[config.mk]
export PLATFORM = sky130hd
export DESIGN_NAME = crc_scan_engine
export DESIGN_NICKNAME = d
export VERILOG_FILES = /design/src/rtl/crc_scan_pkg.sv /design/src/rtl/crc_scan_fold.sv /design/src/rtl/crc_scan_fetch.sv /design/src/rtl/crc_scan_engine.sv
export SDC_FILE = /design/constraint.sdc
export NUM_CORES = 1
export LEC_CHECK = 0
export BUFFER_PORTS_ARGS = -buffer_cell sky130_fd_sc_hd__buf_2
export CAP_MARGIN = 25
export CORE_MARGIN = 10
export CORE_UTILIZATION = 36
export CTS_CLUSTER_DIAMETER = 150
export DETAILED_ROUTE_END_ITERATION = 8
export GPL_TIMING_DRIVEN = 0
export PLACE_DENSITY = 0.63
export SKIP_LAST_GASP = 1
export SLEW_MARGIN = 20
export SYNTH_ARGS = -nofsm -noshare
export SYNTH_HDL_FRONTEND = slang
export SYNTH_SLANG_ARGS = --single-unit
export TNS_END_PERCENT = 20
[constraint.sdc]
create_clock -name clk -period 4 [get_ports clk]
set_clock_uncertainty 0.1 [all_clocks]
set_input_delay 0.4 -clock clk [delete_from_list [all_inputs] [get_ports clk]]
set_output_delay 0.4 -clock clk [all_outputs]
set_load 0.05 [all_outputs]
[src/rtl/crc_scan_pkg.sv]
`timescale 1ns/1ps
package crc_scan_pkg;
    localparam logic [31:0] CRC_POLY = 32'hEDB88320;
    localparam int          REG_AW   = 5;

    localparam logic [REG_AW-1:0] OFF_CTRL   = 5'h00;
    localparam logic [REG_AW-1:0] OFF_STATUS = 5'h04;
    localparam logic [REG_AW-1:0] OFF_ADDR   = 5'h08;
    localparam logic [REG_AW-1:0] OFF_LENGTH = 5'h0C;
    localparam logic [REG_AW-1:0] OFF_DATA   = 5'h10;

    localparam int ST_DONE = 0;
    localparam int ST_BERR = 1;
    localparam int ST_FAIL = 2;

    typedef enum logic [1:0] {
        FS_IDLE = 2'd0,
        FS_REQ  = 2'd1,
        FS_WAIT = 2'd2
    } fetch_state_e;
endpackage

[src/rtl/crc_scan_fold.sv]
`timescale 1ns/1ps
module crc_scan_fold #(
    parameter logic [31:0] POLY  = 32'hEDB88320,
    parameter int          WIDTH = 32
) (
    input  logic [31:0] crc_in,
    input  logic [31:0] word_in,
    output logic [31:0] crc_out
);
    logic [31:0] stage [0:WIDTH];

    assign stage[0] = crc_in ^ word_in;

    for (genvar i = 0; i < WIDTH; i++) begin : g_bit
        assign stage[i+1] = stage[i][0] ? ((stage[i] >> 1) ^ POLY)
                                        : (stage[i] >> 1);
    end

    assign crc_out = stage[WIDTH];
endmodule

[src/rtl/crc_scan_fetch.sv]
`timescale 1ns/1ps
module crc_scan_fetch
    import crc_scan_pkg::*;
#(
    parameter int ADDR_W = 32,
    parameter int LEN_W  = 16
) (
    input  logic              clk,
    input  logic              rst_n,
    input  logic              start,
    input  logic [ADDR_W-3:0] base_idx,
    input  logic [LEN_W-1:0]  count,
    input  logic              mem_rvalid,
    input  logic              mem_rerr,
    output logic              mem_req,
    output logic [ADDR_W-1:0] mem_addr,
    output logic              busy,
    output logic              word_ok,
    output logic              last_ok,
    output logic              bus_err
);
    localparam int IDX_W = ADDR_W - 2;

    typedef struct packed {
        fetch_state_e     st;
        logic [IDX_W-1:0] idx;
        logic [LEN_W-1:0] rem;
    } fetch_s;

    fetch_s fq_q, fq_d;

    always_comb begin
        fq_d    = fq_q;
        word_ok = 1'b0;
        last_ok = 1'b0;
        bus_err = 1'b0;
        case (fq_q.st)
            FS_IDLE: begin
                if (start) begin
                    fq_d.st  = FS_REQ;
                    fq_d.idx = base_idx;
                    fq_d.rem = count;
                end
            end
            FS_REQ: fq_d.st = FS_WAIT;
            FS_WAIT: begin
                if (mem_rvalid) begin
                    if (mem_rerr) begin
                        bus_err = 1'b1;
                        fq_d.st = FS_IDLE;
                    end else begin
                        word_ok = 1'b1;
                        if (fq_q.rem == LEN_W'(1)) begin
                            last_ok = 1'b1;
                            fq_d.st = FS_IDLE;
                        end else begin
                            fq_d.idx = fq_q.idx + IDX_W'(1);
                            fq_d.rem = fq_q.rem - LEN_W'(1);
                            fq_d.st  = FS_REQ;
                        end
                    end
                end
            end
            default: fq_d.st = FS_IDLE;
        endcase
    end

    always_ff @(posedge clk) begin
        if (!rst_n) fq_q <= '0;
        else        fq_q <= fq_d;
    end

    assign mem_req  = (fq_q.st == FS_REQ);
    assign busy     = (fq_q.st != FS_IDLE);
    assign mem_addr = {fq_q.idx, 2'b00};

    assert_req_single_R10: assert property (@(posedge clk) disable iff (!rst_n)
        mem_req |=> !mem_req);

    assert_req_busy_R10: assert property (@(posedge clk) disable iff (!rst_n)
        mem_req |=> busy);

    assert_next_addr_R2: assert property (@(posedge clk) disable iff (!rst_n)
        (word_ok && !last_ok) |=> (mem_req && mem_addr == $past(mem_addr) + ADDR_W'(4)));

    assert_start_idle_R9: assert property (@(posedge clk) disable iff (!rst_n)
        start |-> !busy);
endmodule

[src/rtl/crc_scan_engine.sv]
`timescale 1ns/1ps
module crc_scan_engine
    import crc_scan_pkg::*;
#(
    parameter int ADDR_W = 32,
    parameter int LEN_W  = 16
) (
    input  logic              clk,
    input  logic              rst_n,
    input  logic [4:0]        reg_addr,
    input  logic              reg_we,
    input  logic [31:0]       reg_wdata,
    output logic [31:0]       reg_rdata,
    output logic              mem_req,
    output logic [ADDR_W-1:0] mem_addr,
    input  logic              mem_rvalid,
    input  logic [31:0]       mem_rdata,
    input  logic              mem_rerr
);
    localparam int IDX_W = ADDR_W - 2;

    typedef struct packed {
        logic [IDX_W-1:0] idx;
        logic [LEN_W-1:0] len;
        logic [31:0]      crc;
        logic             done;
        logic             berr;
        logic             fail;
    } regs_s;

    regs_s rq_q, rq_d;

    logic        busy, word_ok, last_ok, bus_err;
    logic        start_req, start_go;
    logic [31:0] fold_out;

    crc_scan_fold #(.POLY(CRC_POLY), .WIDTH(32)) u_fold (
        .crc_in  (rq_q.crc),
        .word_in (mem_rdata),
        .crc_out (fold_out)
    );

    crc_scan_fetch #(.ADDR_W(ADDR_W), .LEN_W(LEN_W)) u_fetch (
        .clk        (clk),
        .rst_n      (rst_n),
        .start      (start_go),
        .base_idx   (rq_q.idx),
        .count      (rq_q.len),
        .mem_rvalid (mem_rvalid),
        .mem_rerr   (mem_rerr),
        .mem_req    (mem_req),
        .mem_addr   (mem_addr),
        .busy       (busy),
        .word_ok    (word_ok),
        .last_ok    (last_ok),
        .bus_err    (bus_err)
    );

    always_comb begin
        rq_d      = rq_q;
        start_req = reg_we && (reg_addr == OFF_CTRL) && reg_wdata[0] && !busy;
        start_go  = start_req && (rq_q.len != '0);

        if (reg_we && !busy) begin
            case (reg_addr)
                OFF_ADDR:   rq_d.idx = reg_wdata[IDX_W-1:0];
                OFF_LENGTH: rq_d.len = reg_wdata[LEN_W-1:0];
                OFF_DATA:   rq_d.crc = reg_wdata;
                default:    ;
            endcase
        end
        if (word_ok) rq_d.crc = fold_out;

        if (reg_we && reg_addr == OFF_STATUS) begin
            if (reg_wdata[ST_DONE]) rq_d.done = 1'b0;
            if (reg_wdata[ST_BERR]) rq_d.berr = 1'b0;
            if (reg_wdata[ST_FAIL]) rq_d.fail = 1'b0;
        end
        if (last_ok || bus_err)            rq_d.done = 1'b1;
        if (bus_err)                       rq_d.berr = 1'b1;
        if (start_req && rq_q.len == '0)   rq_d.fail = 1'b1;
    end

    always_ff @(posedge clk) begin
        if (!rst_n) rq_q <= '0;
        else        rq_q <= rq_d;
    end

    always_comb begin
        case (reg_addr)
            OFF_CTRL:   reg_rdata = {31'd0, busy};
            OFF_STATUS: reg_rdata = {29'd0, rq_q.fail, rq_q.berr, rq_q.done};
            OFF_ADDR:   reg_rdata = 32'(rq_q.idx);
            OFF_LENGTH: reg_rdata = 32'(rq_q.len);
            OFF_DATA:   reg_rdata = rq_q.crc;
            default:    reg_rdata = 32'd0;
        endcase
    end

    assert_zero_len_fail_R8: assert property (@(posedge clk) disable iff (!rst_n)
        (reg_we && reg_addr == OFF_CTRL && reg_wdata[0] && !busy && rq_q.len == '0)
        |=> (rq_q.fail && !busy && !mem_req));

    assert_berr_stops_R7: assert property (@(posedge clk) disable iff (!rst_n)
        (busy && mem_rvalid && mem_rerr && !mem_req)
        |=> (rq_q.berr && rq_q.done && !busy && rq_q.crc == $past(rq_q.crc)));

    assert_done_with_last_R5: assert property (@(posedge clk) disable iff (!rst_n)
        last_ok |=> (rq_q.done && !busy));

    assert_addr_locked_R9: assert property (@(posedge clk) disable iff (!rst_n)
        (busy && reg_we && reg_addr == OFF_ADDR) |=> (rq_q.idx == $past(rq_q.idx)));

    assert_len_locked_R9: assert property (@(posedge clk) disable iff (!rst_n)
        (busy && reg_we && reg_addr == OFF_LENGTH) |=> (rq_q.len == $past(rq_q.len)));
endmodule

Yosys cells after proc, flatten, opt, wreduce, memory -nomap -nowiden --
Cells that the tools add are included.
Word-level totals: output and inout bits 65, input bits 74, register bits 129, logic and storage cells 147
Operators by class: reduce and logical (&&, ||, !) cells 31, eq/ne operators 11, add/sub/neg operators 2, bitwise operators 33, mux-type cells 61
Operators with widths (number):
- 2-to-1 mux 32 bit | 35
- inverter 13 -> 14 bit | 32
- case mux 32 bit (5 select lines) | 1
- 2-to-1 mux 48 bit | 2
- 2-to-1 mux 46 bit | 2
- case mux 46 bit (2 select lines) | 1
- bitwise XOR 32 bit | 1
- adder 30 x 1 -> 30 bit (second input constant) | 1
- nonzero test 2 bit | 10
- 2-to-1 mux 1 bit | 17
- == test 16 x 1 -> 1 bit (second input constant) | 1
- logical NOT 16 bit | 1
- nonzero test 16 bit | 1
- subtractor 16 x 1 -> 16 bit (second input constant) | 1
- AND reduction 2 bit | 7
- == test 5 x 4 -> 1 bit (second input constant) | 2
- != test 2 bit (second input constant) | 4
- logical AND 1 bit | 7
- case mux 2 bit (3 select lines) | 1
- == test 5 x 3 -> 1 bit (second input constant) | 1
- == test 5 bit (second input constant) | 1
- logical NOT 5 bit | 1
- AND reduction 5 bit | 1
- 2-to-1 mux 3 bit | 1
- other kinds (6) | 6

Logic depth before layout (Yosys ltp) --
word-level depth 66, gate-level depth with buffers 10, depth with buffers taken out 10

Cells and area by module --
A second synthesis with hierarchy kept.
Second synthesis, totals: cell total of the unflattened synthesis 1152, area total of the unflattened synthesis 10849.2 µm²
By module, submodules not included:
- crc_scan_engine | cells an instance 449, area each 4131.5 µm², instances 1, seq. area each 1621.6 µm²
- crc_scan_fold | cells an instance 259, area each 3489.6 µm², instances 1, seq. area each 0.0 µm²
- crc_scan_fetch | cells an instance 444, area each 3228.1 µm², instances 1, seq. area each 960.9 µm²

Worst setup path before layout --
OpenSTA, ideal clock, no wires.
path kind input -> register, from input mem_rdata[7], to register rq_q[21] (netlist name), buffers on the path 0, data required time 3777 ps, path slack 362 ps, arrival time 3415 ps, stages on the path 9, library setup time 123 ps, cell sequence xnor2_2 > xnor3_1 > xnor3_2 > xnor3_2 > xnor3_2 > xnor3_2 > xnor2_1 > a221oi_1 > nor2b_1
Between the ends: longest elaborated chain between the ends 43, elaborated cells between the ends (all ways) 54, those cells by class 33 x mux; 21 x bitwise
Ends and longest elaborated chain:
- start, declared | line crc_scan_engine.sv:17 | input logic [31:0] mem_rdata,
- bitwise XOR 32 bit * | line crc_scan_fold.sv:12 | assign stage[0] = crc_in ^ word_in;
- 2-to-1 mux 32 bit * | line crc_scan_fold.sv:15 | assign stage[i+1] = stage[i][0] ? ((stage[i] >> 1) ^ POLY)
- inverter 13 -> 14 bit (no line)
- 2-to-1 mux 32 bit * (19 in a row) | line crc_scan_fold.sv:15
- inverter 13 -> 14 bit (no line) / 2-to-1 mux 32 bit (equally long branches)
- 2-to-1 mux 32 bit * (2 in a row) | line crc_scan_fold.sv:15
- inverter 13 -> 14 bit (no line) / 2-to-1 mux 32 bit (equally long branches)
- 2-to-1 mux 32 bit * | line crc_scan_fold.sv:15
- (+6 left out)
- 2-to-1 mux 32 bit * (2 in a row) | line crc_scan_fold.sv:15
- inverter 13 -> 14 bit (no line)
- 2-to-1 mux 32 bit * | line crc_scan_fold.sv:15
- inverter 13 -> 14 bit (no line)
- 2-to-1 mux 32 bit * | line crc_scan_fold.sv:15
- inverter 13 -> 14 bit (no line)
- 2-to-1 mux 32 bit * (2 in a row) | line crc_scan_fold.sv:15
- 2-to-1 mux 32 bit * | line crc_scan_engine.sv:72 | if (word_ok) rq_d.crc = fold_out;
- end signal, assigned | line crc_scan_engine.sv:86 | else rq_q <= rq_d;
- end, declared | line crc_scan_engine.sv:31 | regs_s rq_q, rq_d;
Mark *: on every way between the ends. The rest lies on a longest branch, timed or not. A chain may end at the register's enable or synchronous reset.

Worst setup path in the final report --
from register rq_q[6] (netlist name), to register rq_q[21] (netlist name)
Between the ends: longest elaborated chain between the ends 45, elaborated cells between the ends (all ways) 59, those cells by class 33 x mux; 26 x bitwise
Ends and longest elaborated chain (line):
- bitwise XOR 32 bit * | crc_scan_fold.sv:12
- 2-to-1 mux 32 bit * (9 in a row) | crc_scan_fold.sv:15
- inverter 13 -> 14 bit (no line)
- 2-to-1 mux 32 bit * | crc_scan_fold.sv:15
- inverter 13 -> 14 bit (no line)
- 2-to-1 mux 32 bit * (3 in a row) | crc_scan_fold.sv:15
- inverter 13 -> 14 bit (no line)
- 2-to-1 mux 32 bit * (7 in a row) | crc_scan_fold.sv:15
- (+11 left out)
- 2-to-1 mux 32 bit * (2 in a row) | crc_scan_fold.sv:15
- inverter 13 -> 14 bit (no line)
- 2-to-1 mux 32 bit * | crc_scan_fold.sv:15
- inverter 13 -> 14 bit (no line)
- 2-to-1 mux 32 bit * | crc_scan_fold.sv:15
- inverter 13 -> 14 bit (no line)
- 2-to-1 mux 32 bit * (2 in a row) | crc_scan_fold.sv:15
- 2-to-1 mux 32 bit * | crc_scan_engine.sv:72
Marks and branches as above.

==> impl_metrics.env <==
export IMPL_netlist_instances=1189
export IMPL_grt_pass1_wl_um=54900
export IMPL_cp_buffers_inverters=0
export IMPL_ios=139
export IMPL_vias_per_cell=5.36
export IMPL_ys_seq_area_share_pct=25.7
export IMPL_path_cells="xnor2_4 > xnor3_2 > xnor3_1 > xnor3_1 > xnor3_2 > xnor3_2 > xnor2_1 > a221oi_1 > nor2b_1"
export IMPL_synthFlopType="dfxtp_1"
export IMPL_drt_total_wl_um=36700
export IMPL_setup_viol=0
export IMPL_hold_path_class="input pin to register"
export IMPL_whs_ps=137
export IMPL_synth_most_common_cell="nand2_1"
export IMPL_start_util_pct=36.4
export IMPL_die_w_um=187
export IMPL_dieArea_um2=35000
export IMPL_drt_iter0_drc=958
export IMPL_end_kind="register"
export IMPL_required_ps=4210
export IMPL_crit_top_cell="xnor3_2"
export IMPL_drv_cap=0
export IMPL_drv_slew=0
export IMPL_rr_worst_depth=9
export IMPL_fillers=2797
export IMPL_clock_latency_ps=430
export IMPL_std_cell_rows=61
export IMPL_ctsRootBufferMaster="clkbuf_16"
export IMPL_critPathKind="register to register"
export IMPL_route_detailed_drc=0
export IMPL_antenna_found_initial=0
export IMPL_min_delay_start="reg_wdata[22]"
export IMPL_cp_startpoint="rq_q[6]"
export IMPL_cp_top_family="XOR/XNOR gates"
export IMPL_p_leak_nw=5.10
export IMPL_status="finished, final reports clean"
export IMPL_numPortBuffers=135
export IMPL_synth_area_leaders="dfxtp_1 (26%), xnor2_1 (12%), xnor3_1 (9.0%), nand2_1 (7.5%), xor2_1 (4.7%)"
export IMPL_hold_buffers=0
export IMPL_ant_nets=0
export IMPL_timing_hold_violations_final=0
export IMPL_synth_top_area_share_pct=25.7
export IMPL_firstDrtPassIters=6
export IMPL_h_tree_depth=4
export IMPL_syn_to_final_growth_pct=19.5
export IMPL_min_path_cells=3
export IMPL_r2r_start="rq_q[6]"
export IMPL_relSlewSlack_pct=45.7
export IMPL_vdd_drop_max_uv=621
export IMPL_async_reset_ff_share_pct=0
export IMPL_yosysTopAreaCell="dfxtp_1"
export IMPL_numCtsBuffers=17
export IMPL_fin_total_pwr_mw=10.3
export IMPL_grt_overflow=0
export IMPL_clkTransAtPathRegs_ps=60
export IMPL_max_stage_delay_ps=590
export IMPL_grt_start_max_net_pins=17
export IMPL_yosysWarnings=0
export IMPL_cts_sinks=129
export IMPL_vias=9347
export IMPL_p_per_area_nw_per_um2=858
export IMPL_routedWlPerCell_um=21.1
export IMPL_grtUsageTotal_pct=20.1
export IMPL_dpl_hpwl_um=29700
export IMPL_yosysUniqueCellTypes=59
export IMPL_rsz0062_at_grt="true"
export IMPL_crit_path_start_kind="register"
export IMPL_multi_input_area_um2=7020
export IMPL_coreArea_um2=27600
export IMPL_place_gp_congestion=0.938
export IMPL_grt_pass1_vias=9007
export IMPL_antennaDiodeCount=0
export IMPL_period_minus_slack_ps=3940
export IMPL_fmax_mhz=254
export IMPL_syn_area_um2=10000
export IMPL_worstPathArrival_ps=4150
export IMPL_drive_above_1_share_pct=18.9
export IMPL_synth_edf_count=0
export IMPL_yosys_register_bits=129
export IMPL_fin_nets=1430
export IMPL_clockBufferDepth=2
export IMPL_cts_tree="done"
export IMPL_cp_num_cells=9
export IMPL_synth_area_per_cell_um2=8.45
export IMPL_synthTopCellsByCount="nand2_1 (201), xnor2_1 (135), dfxtp_1 (129), nor2_1 (77), clkbuf_1 (68)"
export IMPL_tightest_slew_ps=809
export IMPL_crit_fanout=7
export IMPL_die_y_um=187
export IMPL_seq_area_um2=2580
export IMPL_critPathSlowestCell="xnor3_2"
export IMPL_min_period_over_period_pct=98.5
-- state kept, by name, summed over array words and instances (netlist names) --
name / flops
u_fetch.fq_q: 18
u_fetch.mem_addr: 30
rq_q: 81
-- logic make-up after synthesis --
group | count (synthesis) | synth area share [%]
xor gates and xnor gates | 260 | 31.9
adders and majority gates | 3 | 0.374
other | 1 | 0.0373
DFF | 129 | 25.7
muxes | 2 | 0.212
AOI/OAI and AO/OA | 266 | 18.3
and+or+nand+nor | 403 | 17.6
buffers and inverters | 125 | 5.89
-- final timing paths --
| check | endpoint | slack, ps |
|---|---|---|
| worst max-delay path | rq_q[21] | 60 |
| worst min-delay path | rq_q[73] | 140 |
| worst max register to register | rq_q[21] | 60 |
| worst min register to register | u_fetch.fq_q[1] | 390 |
-- layout by cell type (no fill, tap or decap), types with 3 or more instances in the layout --
cell type | netlist | layout
nand2_1 | 201 | 201
dfxtp_1 | 129 | 129
a21boi_0 | 52 | 52
nor4_1 | 12 | 12
a22o_1 | 18 | 18
a41oi_1 | 4 | 4
clkbuf_16 | 0 | 17
buf_4 | 32 | 40
nand4_1 | 4 | 4
xnor3_2 | 6 | 6
xor2_1 | 54 | 52
and3_1 | 11 | 11
nor3_1 | 16 | 16
xnor2_4 | 6 | 11
xnor2_1 | 135 | 130
nor2_1 | 77 | 77
a222oi_1 | 15 | 15
clkinv_2 | 0 | 5
xnor3_1 | 40 | 40
a311oi_1 | 3 | 3
nor2b_1 | 11 | 11
a22oi_1 | 17 | 17
xnor2_2 | 12 | 12
inv_1 | 21 | 21
ha_1 | 3 | 3
clkbuf_8 | 0 | 4
buf_2 | 2 | 137
a31oi_1 | 11 | 11
and2_1 | 23 | 23
clkbuf_1 | 68 | 68
nand3_1 | 38 | 38
a21oi_1 | 58 | 58
o21ai_0 | 55 | 55
xor3_1 | 5 | 4
o221a_2 | 11 | 11
o211a_1 | 6 | 6
-- tightest hold or removal path: stages --
cell and delay (ps):
buf_2 110, nand2_1 50, a21boi_0 60
-- power by group --
group | internal, mW | total, mW | switching (mW)
registers | 1.29 | 1.31 | 0.0149
clock network | 0.974 | 1.58 | 0.601
logic | 3.81 | 7.42 | 3.62
-- per-stage QoR --
stage               utilization, %  setup WS (ps)  area [um^2]  setup TNS (ps)  cells
floorplan                        -            362        10100               0   1190
global placement              40.5           -382        11200           -2120   1703
detailed placement            40.5           -358        11200           -2190   1703
CTS                           42.8          -93.1        11800            -275   1734
global route                  43.5          -77.9        12000            -152   1743
finish                        43.5           62.0        12000               0   1743
-- repair_timing --
| action | 4_1_cts | 5_1_grt |
|---|---|---|
| gates resized for setup | 3 | 13 |
| endpoints found under the setup margin | 8 | 19 |
| pin swaps | 0 | 4 |
| buffers inserted | 0 | 9 |
-- routing by layer --
| layer | global-route usage (%) | share of wire, % | wire length, um |
|---|---|---|---|
| met5 | 0 | 0 | 0 |
| met4 | 8.31 | 3.8 | 1390 |
| met3 | 3.64 | 7.4 | 2730 |
| met2 | 34.0 | 48 | 17600 |
| met1 | 24.7 | 41 | 15000 |
-- area by class of cell --
type,count,area share [%]
multi-input combinational,936,58.4
sequential,129,21.5
timing repair buffer,144,6.29
buffer,103,4.24
clock buffer,21,4.00
tap,378,3.94
clock inverter,10,0.906
inverter,22,0.688
Power figures use the tool's default switching activity.
